`config.mk`:
```
export PLATFORM = sky130hd
export DESIGN_NAME = pci_posted_wr_target
export DESIGN_NICKNAME = d
export VERILOG_FILES = /design/src/rtl/pci_posted_wr_target.sv
export SDC_FILE = /design/constraint.sdc
export NUM_CORES = 1
export LEC_CHECK = 0
export BUFFER_PORTS_ARGS = -buffer_cell sky130_fd_sc_hd__buf_2
export CORE_UTILIZATION = 35
export CTS_CLUSTER_DIAMETER = 200
export CTS_CLUSTER_SIZE = 20
export DETAILED_ROUTE_END_ITERATION = 16
export GPL_ROUTABILITY_DRIVEN = 0
export HOLD_SLACK_MARGIN = 0.02
export PLACE_DENSITY = 0.48
export SETUP_SLACK_MARGIN = 0.2
export SYNTH_ARGS = -nofsm -noshare
export SYNTH_HDL_FRONTEND = slang
export SYNTH_SLANG_ARGS = --single-unit
```
`constraint.sdc`:
```
create_clock -name clk -period 6.4 [get_ports clk]
set_clock_uncertainty 0.15 [all_clocks]
set_input_delay 0.64 -clock clk [delete_from_list [all_inputs] [get_ports clk]]
set_output_delay 0.64 -clock clk [all_outputs]
set_load 0.02 [all_outputs]
```
`src/rtl/pci_posted_wr_target.sv`:
```
module pci_posted_wr_target #(
  parameter int DEPTH    = 8,
  parameter int CLINE_DW = 8,
  parameter int PAGE_DW  = 1024
) (
  input  logic        clk,
  input  logic        rst_n,
  input  logic        frame_n,
  input  logic        irdy_n,
  input  logic [31:0] ad,
  input  logic [3:0]  cbe_n,
  input  logic        hit,
  output logic        devsel_n,
  output logic        trdy_n,
  output logic        stop_n,
  output logic        tgt_oe,
  input  logic        rd_en,
  output logic        rd_valid,
  output logic        rd_tag,
  output logic        rd_last,
  output logic [3:0]  rd_be,
  output logic [31:0] rd_data
);
  localparam int AW  = (DEPTH > 1) ? $clog2(DEPTH) : 1;
  localparam int CW  = $clog2(DEPTH + 1);
  localparam int CLW = $clog2(CLINE_DW);
  localparam int PGW = $clog2(PAGE_DW);
  localparam int EW  = 38;

  typedef enum logic [2:0] {S_IDLE, S_DEC, S_CLAIM, S_DATA, S_TURN, S_SKIP} st_t;
  st_t state;

  logic [29:0]   cur;
  logic          mwi, stop_hold;
  logic [CW-1:0] count;
  logic [AW-1:0] wptr, rptr;
  logic [EW-1:0] mem [DEPTH];

  wire cmd_ok = (cbe_n == 4'b0111) || (cbe_n == 4'b1111);
  wire claim  = (state == S_IDLE) && !frame_n && hit && cmd_ok && (count <= CW'(DEPTH - 2));
  wire in_dat = (state == S_DATA);
  wire xfer   = in_dat && !irdy_n;
  wire bound  = mwi ? (cur[CLW-1:0] == CLW'(CLINE_DW - 1)) : (cur[PGW-1:0] == PGW'(PAGE_DW - 1));
  wire fill   = (count >= CW'(DEPTH - 1));
  wire stop_now = in_dat && (bound || fill || stop_hold);
  wire last   = xfer && (frame_n || stop_now);
  wire wr_en  = claim || xfer;
  wire rd_ok  = rd_en && (count != '0);
  wire [EW-1:0] wr_ent = claim ? {1'b0, 1'b0, cbe_n, ad} : {1'b1, last, ~cbe_n, ad};

  assign devsel_n = !((state == S_CLAIM) || in_dat);
  assign trdy_n   = !in_dat;
  assign stop_n   = !stop_now;
  assign tgt_oe   = (state == S_CLAIM) || in_dat || (state == S_TURN);
  assign rd_valid = (count != '0);
  assign {rd_tag, rd_last, rd_be, rd_data} = mem[rptr];

  always_ff @(posedge clk or negedge rst_n) begin
    if (!rst_n) begin
      state     <= S_IDLE;
      cur       <= '0;
      mwi       <= 1'b0;
      stop_hold <= 1'b0;
    end else begin
      case (state)
        S_IDLE:  if (claim) state <= S_DEC;
                 else if (!frame_n) state <= S_SKIP;
        S_DEC:   state <= S_CLAIM;
        S_CLAIM: state <= S_DATA;
        S_DATA:  if (last) state <= S_TURN;
        S_TURN:  state <= S_IDLE;
        S_SKIP:  if (frame_n && irdy_n) state <= S_IDLE;
        default: state <= S_IDLE;
      endcase
      if (claim) begin
        cur <= ad[31:2];
        mwi <= cbe_n[3];
      end else if (xfer) begin
        cur <= cur + 30'd1;
      end
      stop_hold <= stop_now && !last;
    end
  end

  always_ff @(posedge clk or negedge rst_n) begin
    if (!rst_n) begin
      count <= '0;
      wptr  <= '0;
      rptr  <= '0;
    end else begin
      if (wr_en) wptr <= (wptr == AW'(DEPTH - 1)) ? '0 : wptr + AW'(1);
      if (rd_ok) rptr <= (rptr == AW'(DEPTH - 1)) ? '0 : rptr + AW'(1);
      count <= count + CW'(wr_en) - CW'(rd_ok);
    end
  end

  always_ff @(posedge clk) begin
    if (wr_en) mem[wptr] <= wr_ent;
  end

  assert_trdy_with_devsel_R2: assert property (@(posedge clk) disable iff (!rst_n)
    !trdy_n |-> !devsel_n);
  assert_trdy_after_devsel_R2: assert property (@(posedge clk) disable iff (!rst_n)
    $fell(devsel_n) |=> !trdy_n);
  assert_no_overflow_R8: assert property (@(posedge clk) disable iff (!rst_n)
    (wr_en && !rd_ok) |-> (count != CW'(DEPTH)));
  assert_stop_held_R10: assert property (@(posedge clk) disable iff (!rst_n)
    (!stop_n && irdy_n) |=> !stop_n);
  assert_turnaround_R9: assert property (@(posedge clk) disable iff (!rst_n)
    (!trdy_n && !irdy_n && (frame_n || !stop_n)) |=> (tgt_oe && devsel_n && trdy_n && stop_n));
  assert_release_R9: assert property (@(posedge clk) disable iff (!rst_n)
    $rose(devsel_n) |=> !tgt_oe);
  assert_no_wait_R3: assert property (@(posedge clk) disable iff (!rst_n)
    (!trdy_n && !(!irdy_n && (frame_n || !stop_n))) |=> !trdy_n);
endmodule

```
==> metrics.yaml, run 1 <==
clock_network:
  numCtsBuffers: 20
  htree_levels: 1
  tritoncts: "yes"
  clock_sinks: 329
  clock_latency_ns: 0.51
  ctsLongestPathBuffers: 3
  clk_pin_slew_ns: 0.08
  root_buffer: "clkbuf_16"
synthesis:
  ys.warnings.count: 0
  synth_cell_type_count: 40
  syn_avg_cell_area_um2: 21.3
  synth_fp_nets: 664
  synth_seq_cells: 329
  ys_seq_area_frac: 0.753
  syn_inst: 609
  synthesis.area_um2: 12900
die:
  ioPinCount: 85
  die_h_um: 194
  rows: 70
  dieArea_um2: 37800
  initial_utilization: 0.354
  core-area_um2: 36500
  die_w_um: 194
timing:
  worst_pin_slew_ns: 1.07
  fin_crit_sh: 0.604
  rsz0062_at_grt: "false"
  slew_violations: 0
  hold_viol: 0
  relSlewSlack: 0.284
  fin_crit_ns: 3.86
  fmax_mhz: 259
  setup_tns_ns: 0
  finalSetupViolCount: 0
drt:
  drt-pass1-iter-count: 6
  drc: 0
  ant_nets: 0
  first_iter_violations: 325
  viasPerCell: 5.10
  routed_wl_um: 27100
  vias: 6061
  routedWlPerCell_um: 22.8
hold_path:
  hold_path.class: "in -> reg"
critical_path:
  worst-path-buf-inv: 2
  cp.arrival_ns: 3.07
  crit_chain: "buf_4 > mux4_2 > mux2_2 > buf_2"
  cp_top_family: "flip-flops"
  cp-end-kind: "output port"
  worstSetupPathType: "reg -> out"
  slowest_stage: "dfrtp_4"
  max_stage_delay_ns: 0.91
  cp.required_ns: 5.61
  cp_max_fo: 37
  worst_setup_path_start_kind: "flip-flop"
global_route:
  use_met2: 0.249
  grt_use_met1: 0.197
  grt_pass1_wl_um: 41200
  grt_pass1_vias: 6810
  use_met3: 0.0210
  busiest_layer: "met2"
  grt_max_degree: 45
  antenna_found_initial: 1
  track_usage: 0.145
  grt_overflow: 0
power_and_ir_drop:
  peakVddDrop_v: 0.000288
  fin_total_pwr_mw: 6.01
  p_per_area_nw_per_um2: 411
  leakage_nw: 4.78
placement:
  dp.cells: 1150
  hpwlAfterDp_um: 16300
  placed_area_um2: 14000
  port_buffers: 84
finish:
  area_delta_synth_final_pct: 13.0
  n_fill_cell: 3243
  finalNonFillerCells: 1188
  drive_above_1_share: 0.359
  final_area_um2: 14600
  layout.nets: 760
  final_core_util: 0.400
run_status:
  status: "finished clean"
job:
  drv_cap: 0
==> area by class of cell <==
class                   count  area (µm²)  share of cell area
diodes                      1        2.50            0.000171
clock buffers              35         578              0.0395
clock inverters             1        16.3             0.00111
inverters                  11        41.3             0.00282
multi-input cells         241        3070               0.210
flip-flops and latches    329        9760               0.668
well taps                 468         586              0.0400
repair buffers            102         571              0.0390
==> cells in the final DEF (no fill, tap or decap), types with 2 or more instances in the layout <==
cell type,count
a211oi_1,3
a21o_1,3
a21oi_1,11
buf_2,84
buf_4,16
clkbuf_1,14
clkbuf_16,21
dfrtp_1,22
dfrtp_4,2
edfxtp_1,304
ha_1,12
inv_1,11
mux2_2,43
mux4_2,76
nand2_1,14
nand2b_1,5
nand3_1,4
nand4_1,4
nor2_1,16
nor2_4,3
nor3_1,7
nor3_2,4
nor4_1,2
o21ai_0,4
or4_1,3
xnor2_1,8
xor2_1,2
==> worst register-to-register path, delay by kind of cell, from the launching register on <==
kind | cells | cell delay, ns
AO/OA/AOI/OAI | 1 | 0.44
AND/OR/NAND/NOR | 3 | 1.91
buffers and inverters | 1 | 0.42
flip-flops | 1 | 0.49
==> worst paths after layout <==
path,startpoint,endpoint,slack [ns],cells past startpoint
setup / recovery,rptr[0],rd_data[9],2.54,4
hold / removal,ad[26],mem[1][26],0.25,1
setup reg to reg,state[0],mem[3][5],2.68,5
hold reg to reg,cur[7],cur[7],0.37,1
max in group asynchronous,rst_n,rptr[0],5.13,2
min in group asynchronous,rst_n,count[2],0.52,2
==> timing repair <==
| item | 4_1_cts | 5_1_grt |
|---|---|---|
| gates resized for setup | 0 | 0 |
| setup endpoints to repair | 0 | 0 |
| hold buffers | 1 | 0 |
| hold endpoints to repair | 25 | 0 |
| buffers inserted | 0 | 0 |
==> cells in the mapped netlist <==
cell type  instances  area share
edfxtp_1         304        0.71
mux4_2            76        0.13
mux2_2            43       0.037
dfrtp_1           25       0.048
nor2_1            19      0.0055
clkbuf_1          17      0.0049
nand2_1           14      0.0041
ha_1              12       0.012
a21oi_1           11      0.0043
inv_1             11      0.0032
nor3_1            11      0.0043
xnor2_1            8      0.0054
buf_2              5      0.0019
nand2b_1           5      0.0024
nand3_1            4      0.0015
nand4_1            4      0.0019
o21ai_0            4      0.0015
a211oi_1           3      0.0017
a21o_1             3      0.0017
buf_1              3     0.00087
buf_6              3      0.0026
nor4_1             3      0.0014
or4_1              3      0.0017
xor2_1             2      0.0014
a211o_1            1     0.00068
a21boi_0           1     0.00058
a22o_1             1     0.00068
and3_1             1     0.00048
and4_1             1     0.00068
fa_1               1      0.0015
mux2_4             1      0.0012
mux2i_1            1     0.00077
nand4bb_1          1     0.00087
nor2_2             1     0.00048
nor2b_1            1     0.00048
nor4_4             1      0.0016
nor4bb_1           1     0.00077
o2bb2ai_1          1     0.00068
or2_2              1     0.00048
or4_4              1     0.00087
==> flip-flops by register name (all words and copies together) (netlist names) <==
| name | cells |
|---|---|
| state | 3 |
| rptr | 3 |
| cur | 10 |
| mwi | 1 |
| mem | 304 |
| wptr | 3 |
| count | 4 |
| stop_hold | 1 |
==> report_power, final <==
part / leakage (nW) / switching (mW) / internal [mW] / total [mW]
registers: 3.05 / 0.241 / 2.54 / 2.78
clock network: 0.282 / 0.668 / 0.622 / 1.29
logic: 1.45 / 1.02 / 0.927 / 1.94
total: 4.78 / 1.93 / 4.09 / 6.01
==> cells by family after synthesis <==
logic type,Yosys count,synth area share
AOI/OAI and AO/OA,25,0.0119
xor gates and xnor gates,10,0.00677
adders and majority gates,13,0.0131
buffers and inverters,39,0.0135
DFF,329,0.753
muxes,121,0.172
and+or+nand+nor,72,0.0297
==> metal layers <==
metal	routed length, µm	up-vias
li1	-	2679
met1	12400	3241
met2	13500	106
met3	814	35
met4	385	0
met5	0	-
==> stage by stage <==
step	hold slack (ns)	setup WS [ns]
after floorplan	0.194	0.599
after global placement	0.361	2.56
after detailed placement	0.360	2.48
after CTS	0.214	2.39
after global routing	0.240	2.31
final	0.255	2.54
(Power assumes the default switching activity.)
==> run 2, diff against run 1 <==
--- a/config.mk
+++ b/config.mk
@@ -5,6 +5,7 @@
 export SDC_FILE = /design/constraint.sdc
 export NUM_CORES = 1
 export LEC_CHECK = 0
+export ABC_AREA = 1
 export BUFFER_PORTS_ARGS = -buffer_cell sky130_fd_sc_hd__buf_2
 export CORE_UTILIZATION = 35
 export CTS_CLUSTER_DIAMETER = 200
==> constraint.sdc (replaced) <==
create_clock -name clk -period 3.95 [get_ports clk]
set_clock_uncertainty 0.15 [all_clocks]
set_input_delay 0.395 -clock clk [delete_from_list [all_inputs] [get_ports clk]]
set_output_delay 0.395 -clock clk [all_outputs]
set_load 0.02 [all_outputs]
==> run 2 against run 1 <==
Global-route usage up 1.6 points. Combinational power is 96% higher. Utilization increased by 0.57 points. Register-to-register slack worse by 1.8 ns. Non-clock buffer count rose by 25. Critical path depth increased by 1. Worst hold slack worse by 0.22 ns. Sequential share of layout area fell by 3.3 points. Largest power group unchanged.
==> metrics.yaml, run 2 <==
run_status:
  status: "finished clean"  # unchanged
clock_network:
  clock_latency_ns: 0.52  # was 0.51 ns
  numCtsBuffers: 20  # unchanged
  htree_levels: 1  # unchanged
  post-cts-setup-buffer-count: 0  # unchanged
  clock_sinks: 329  # unchanged
  ctsLongestPathBuffers: 3  # unchanged
  root_buffer: "clkbuf_16"  # unchanged
  tritoncts: "yes"  # unchanged
  clk_pin_slew_ns: 0.09  # was 0.08 ns
finish:
  top_register: "mem"  # unchanged
  layout.nets: 1269  # was 760
  layout_commonest_cell: "edfxtp_1"  # unchanged
  area_delta_synth_final_pct: 13.4  # was 13.0%
  regArea_um2: 9760  # about the same
  largest_reg_flops: 304  # unchanged
  n_fill_cell: 3609  # was 3243
  drive_above_1_share: 0.132  # was 0.359
  diodes: 0  # was 1
  multi_input_area_um2: 3320  # was 3070 µm²
  mostFrequentLayoutCells: "304 x edfxtp_1, 201 x nor2_1, 174 x nand2_1, 123 x o21ai_0, 84 x buf_2"  # was 304 x edfxtp_1, 84 x buf_2, 76 x mux4_2, 43 x mux2_2, 22 x dfrtp_1
  top_regs: "mem: 304 flops, cur: 10 flops, count: 4 flops"  # unchanged
synthesis:
  synth_top_area_frac: 0.674  # was 0.705
  ys.warnings.count: 0  # unchanged
  synth_edf_count: 304  # unchanged
  synth_seq_cells: 329  # unchanged
  synth_area_leaders: "edfxtp_1 67%, nor2_1 5.8%, nand2_1 4.8%, dfrtp_1 4.6%, o21ai_0 4.5%"  # was edfxtp_1 71%, mux4_2 13%, dfrtp_1 4.8%, mux2_2 3.7%, ha_1 1.2%
  synthTopCellsByCount: "304 x edfxtp_1, 209 x nor2_1, 174 x nand2_1"  # was 304 x edfxtp_1, 76 x mux4_2, 43 x mux2_2
  syn_inst: 1124  # was 609
  synth_top_flop_cell: "edfxtp_1"  # unchanged
  synthesis.area_um2: 13500  # was 12900 µm²
  syn_avg_cell_area_um2: 12.1  # was 21.3 µm²
  synth_cell_type_count: 36  # was 40
  yosysTopAreaCell: "edfxtp_1"  # unchanged
  async_flop_share: 0.0760  # unchanged
  synthMostInstantiatedCell: "edfxtp_1"  # unchanged
  synth_fp_nets: 1179  # was 664
  ys_seq_area_frac: 0.720  # was 0.753
die:
  die_w_um: 199  # was 194 µm
  dieArea_um2: 39500  # was 37800 µm²
  initial_utilization: 0.358  # was 0.354
  core-area_um2: 37800  # was 36500 µm²
  ioPinCount: 85  # unchanged
  die_h_um: 199  # was 194 µm
  rows: 71  # was 70
critical_path:
  cp.arrival_ns: 2.84  # was 3.07 ns
  worst_setup_path_start_kind: "flip-flop"  # unchanged
  reg2reg_slack_ns: 0.84  # was 2.68 ns
  r2r_cells: 11  # was 5
  startpoint: "rptr[1]"  # was rptr[0]
  rr_endpoint: "mem[2][5]"  # was mem[3][5]
  r2r_start: "count[3]"  # was state[0]
  cp-end-kind: "output port"  # unchanged
  cp.required_ns: 3.40  # was 5.61 ns
  worstSetupPathType: "reg -> out"  # unchanged
  cp_max_fo: 37  # unchanged
timing:
  setup_tns_ns: 0  # unchanged
  worst_pin_slew_ns: 0.660  # was 1.07 ns
  fin_ws_ns: 0.568  # was 2.54 ns
  fin_crit_sh: 0.856
  finalSetupViolCount: 0  # unchanged
  slew_violations: 0  # unchanged
  fmax_mhz: 296
  hold_viol: 0  # unchanged
  rsz0062_at_grt: "false"  # unchanged
  fin_crit_ns: 3.38
  relSlewSlack: 0.559  # was 0.284
global_route:
  grt_overflow: 0  # unchanged
  track_usage: 0.162  # was 0.145
  antenna_found_initial: 0  # was 1
  grt_pass1_vias: 8111  # was 6810
  grt_pass1_wl_um: 48900  # was 41200 µm
  grt_max_degree: 83  # was 45
drt:
  routedWlPerCell_um: 18.2  # was 22.8 µm
  drc: 0  # unchanged
  first_iter_violations: 543  # was 325
  vias: 8409  # was 6061
  ant_nets: 0  # unchanged
  viasPerCell: 4.84  # was 5.10
  routed_wl_um: 31600  # was 27100 µm
  drt-pass1-iter-count: 5  # was 6
placement:
  hpwlAfterDp_um: 18500  # was 16300 µm
  dp_slack_ns: 0.829  # was 2.48 ns
  port_buffers: 84  # unchanged
hold_path:
  min-delay-start: "ad[29]"  # was ad[26]
  hold_path.class: "in -> reg"  # unchanged
  worstHoldPathCells: 1  # unchanged
  holdPathEnd: "mem[0][29]"  # was mem[1][26]
power_and_ir_drop:
  fin_total_pwr_mw: 10.3  # was 6.01 mW
  leakage_nw: 5.45  # was 4.78 nW
  p_per_area_nw_per_um2: 668  # was 411 nW/µm²
  peakVddDrop_v: 0.000428  # was 0.000288 V
job:
  drv_cap: 0  # unchanged
run 2: cell types whose count changed in the layout (fill, tap and decap cells not counted), moves of 7 or more:
cell / change
nor2_1: +185
nand2_1: +160
o21ai_0: +119
mux4_2: -76
mux2_2: -43
o21ai_1: +43
a31oi_1: +38
a21oi_1: +32
inv_1: +24
dlygate4sd3_1: +20
nand3_1: +16
nor2_4: +8
buf_12: +7
run 2: repair_timing:
item                                   CTS  global route
gates resized for setup                  0             0
endpoints found under the hold margin  168             0
hold buffers                            21             0
run 2: final cells by class:
type | instances | area share
Multi-Input combinational cell | 695 | 0.216
Clock buffer | 35 | 0.0376
Timing Repair Buffer | 127 | 0.0583
Sequential cell | 329 | 0.635
Clock inverter | 1 | 0.00106
Tap cell | 511 | 0.0416
Inverter | 41 | 0.0104
run 2: per-layer routing:
layer,global-route usage,routed length (µm),vias to the layer above
met5,0,0,-
met4,0.0279,363,0
met3,0.0198,1090,28
met2,0.257,14500,132
met1,0.239,15600,4112
li1,-,-,4137
run 2: worst max path at each step:
| stage | depth (start not counted) | to |
|---|---|---|
| finish | 5 | rd_data[4] |
| floorplan | 10 | mem[0][0] |
| CTS | 5 | rd_data[4] |
| global placement | 11 | mem[2][14] |
| global route | 6 | rd_data[29] |
| detailed placement | 11 | mem[2][15] |
run 2: per-stage QoR:
| step | cells | hold WS (ns) | instance area [µm²] | utilization |
|---|---|---|---|---|
| after CTS | 1739 | 0.0243 | 15400 | 0.406 |
| final | 1739 | 0.0321 | 15400 | 0.406 |
| after floorplan | 1124 | -0.0506 | 13500 | - |
| after detailed placement | 1682 | 0.306 | 14600 | 0.385 |
| after global routing | 1739 | 0.0322 | 15400 | 0.406 |
| after global placement | 1682 | 0.306 | 14600 | 0.385 |
run 2: logic make-up after synthesis:
group           Yosys count  share of synthesized area
compound gates          255                     0.0998
xor+xnor                  5                    0.00323
fa+ha+maj                13                     0.0126
buf+inv                 100                     0.0393
flops                   329                      0.720
simple gates            422                      0.125
run 2: worst max-delay path, stage by stage (launching register included):
cell and delay (ns):
dfrtp_2 0.62, inv_2 0.59, buf_12 0.31, a21oi_1 0.09, a31oi_1 0.44, buf_2 0.27
run 2: report_power, final:
group	switching, mW	internal (mW)
Combinational	2.64	1.17
Sequential	0.254	4.06
Clock	1.13	1.01
Total	4.03	6.25
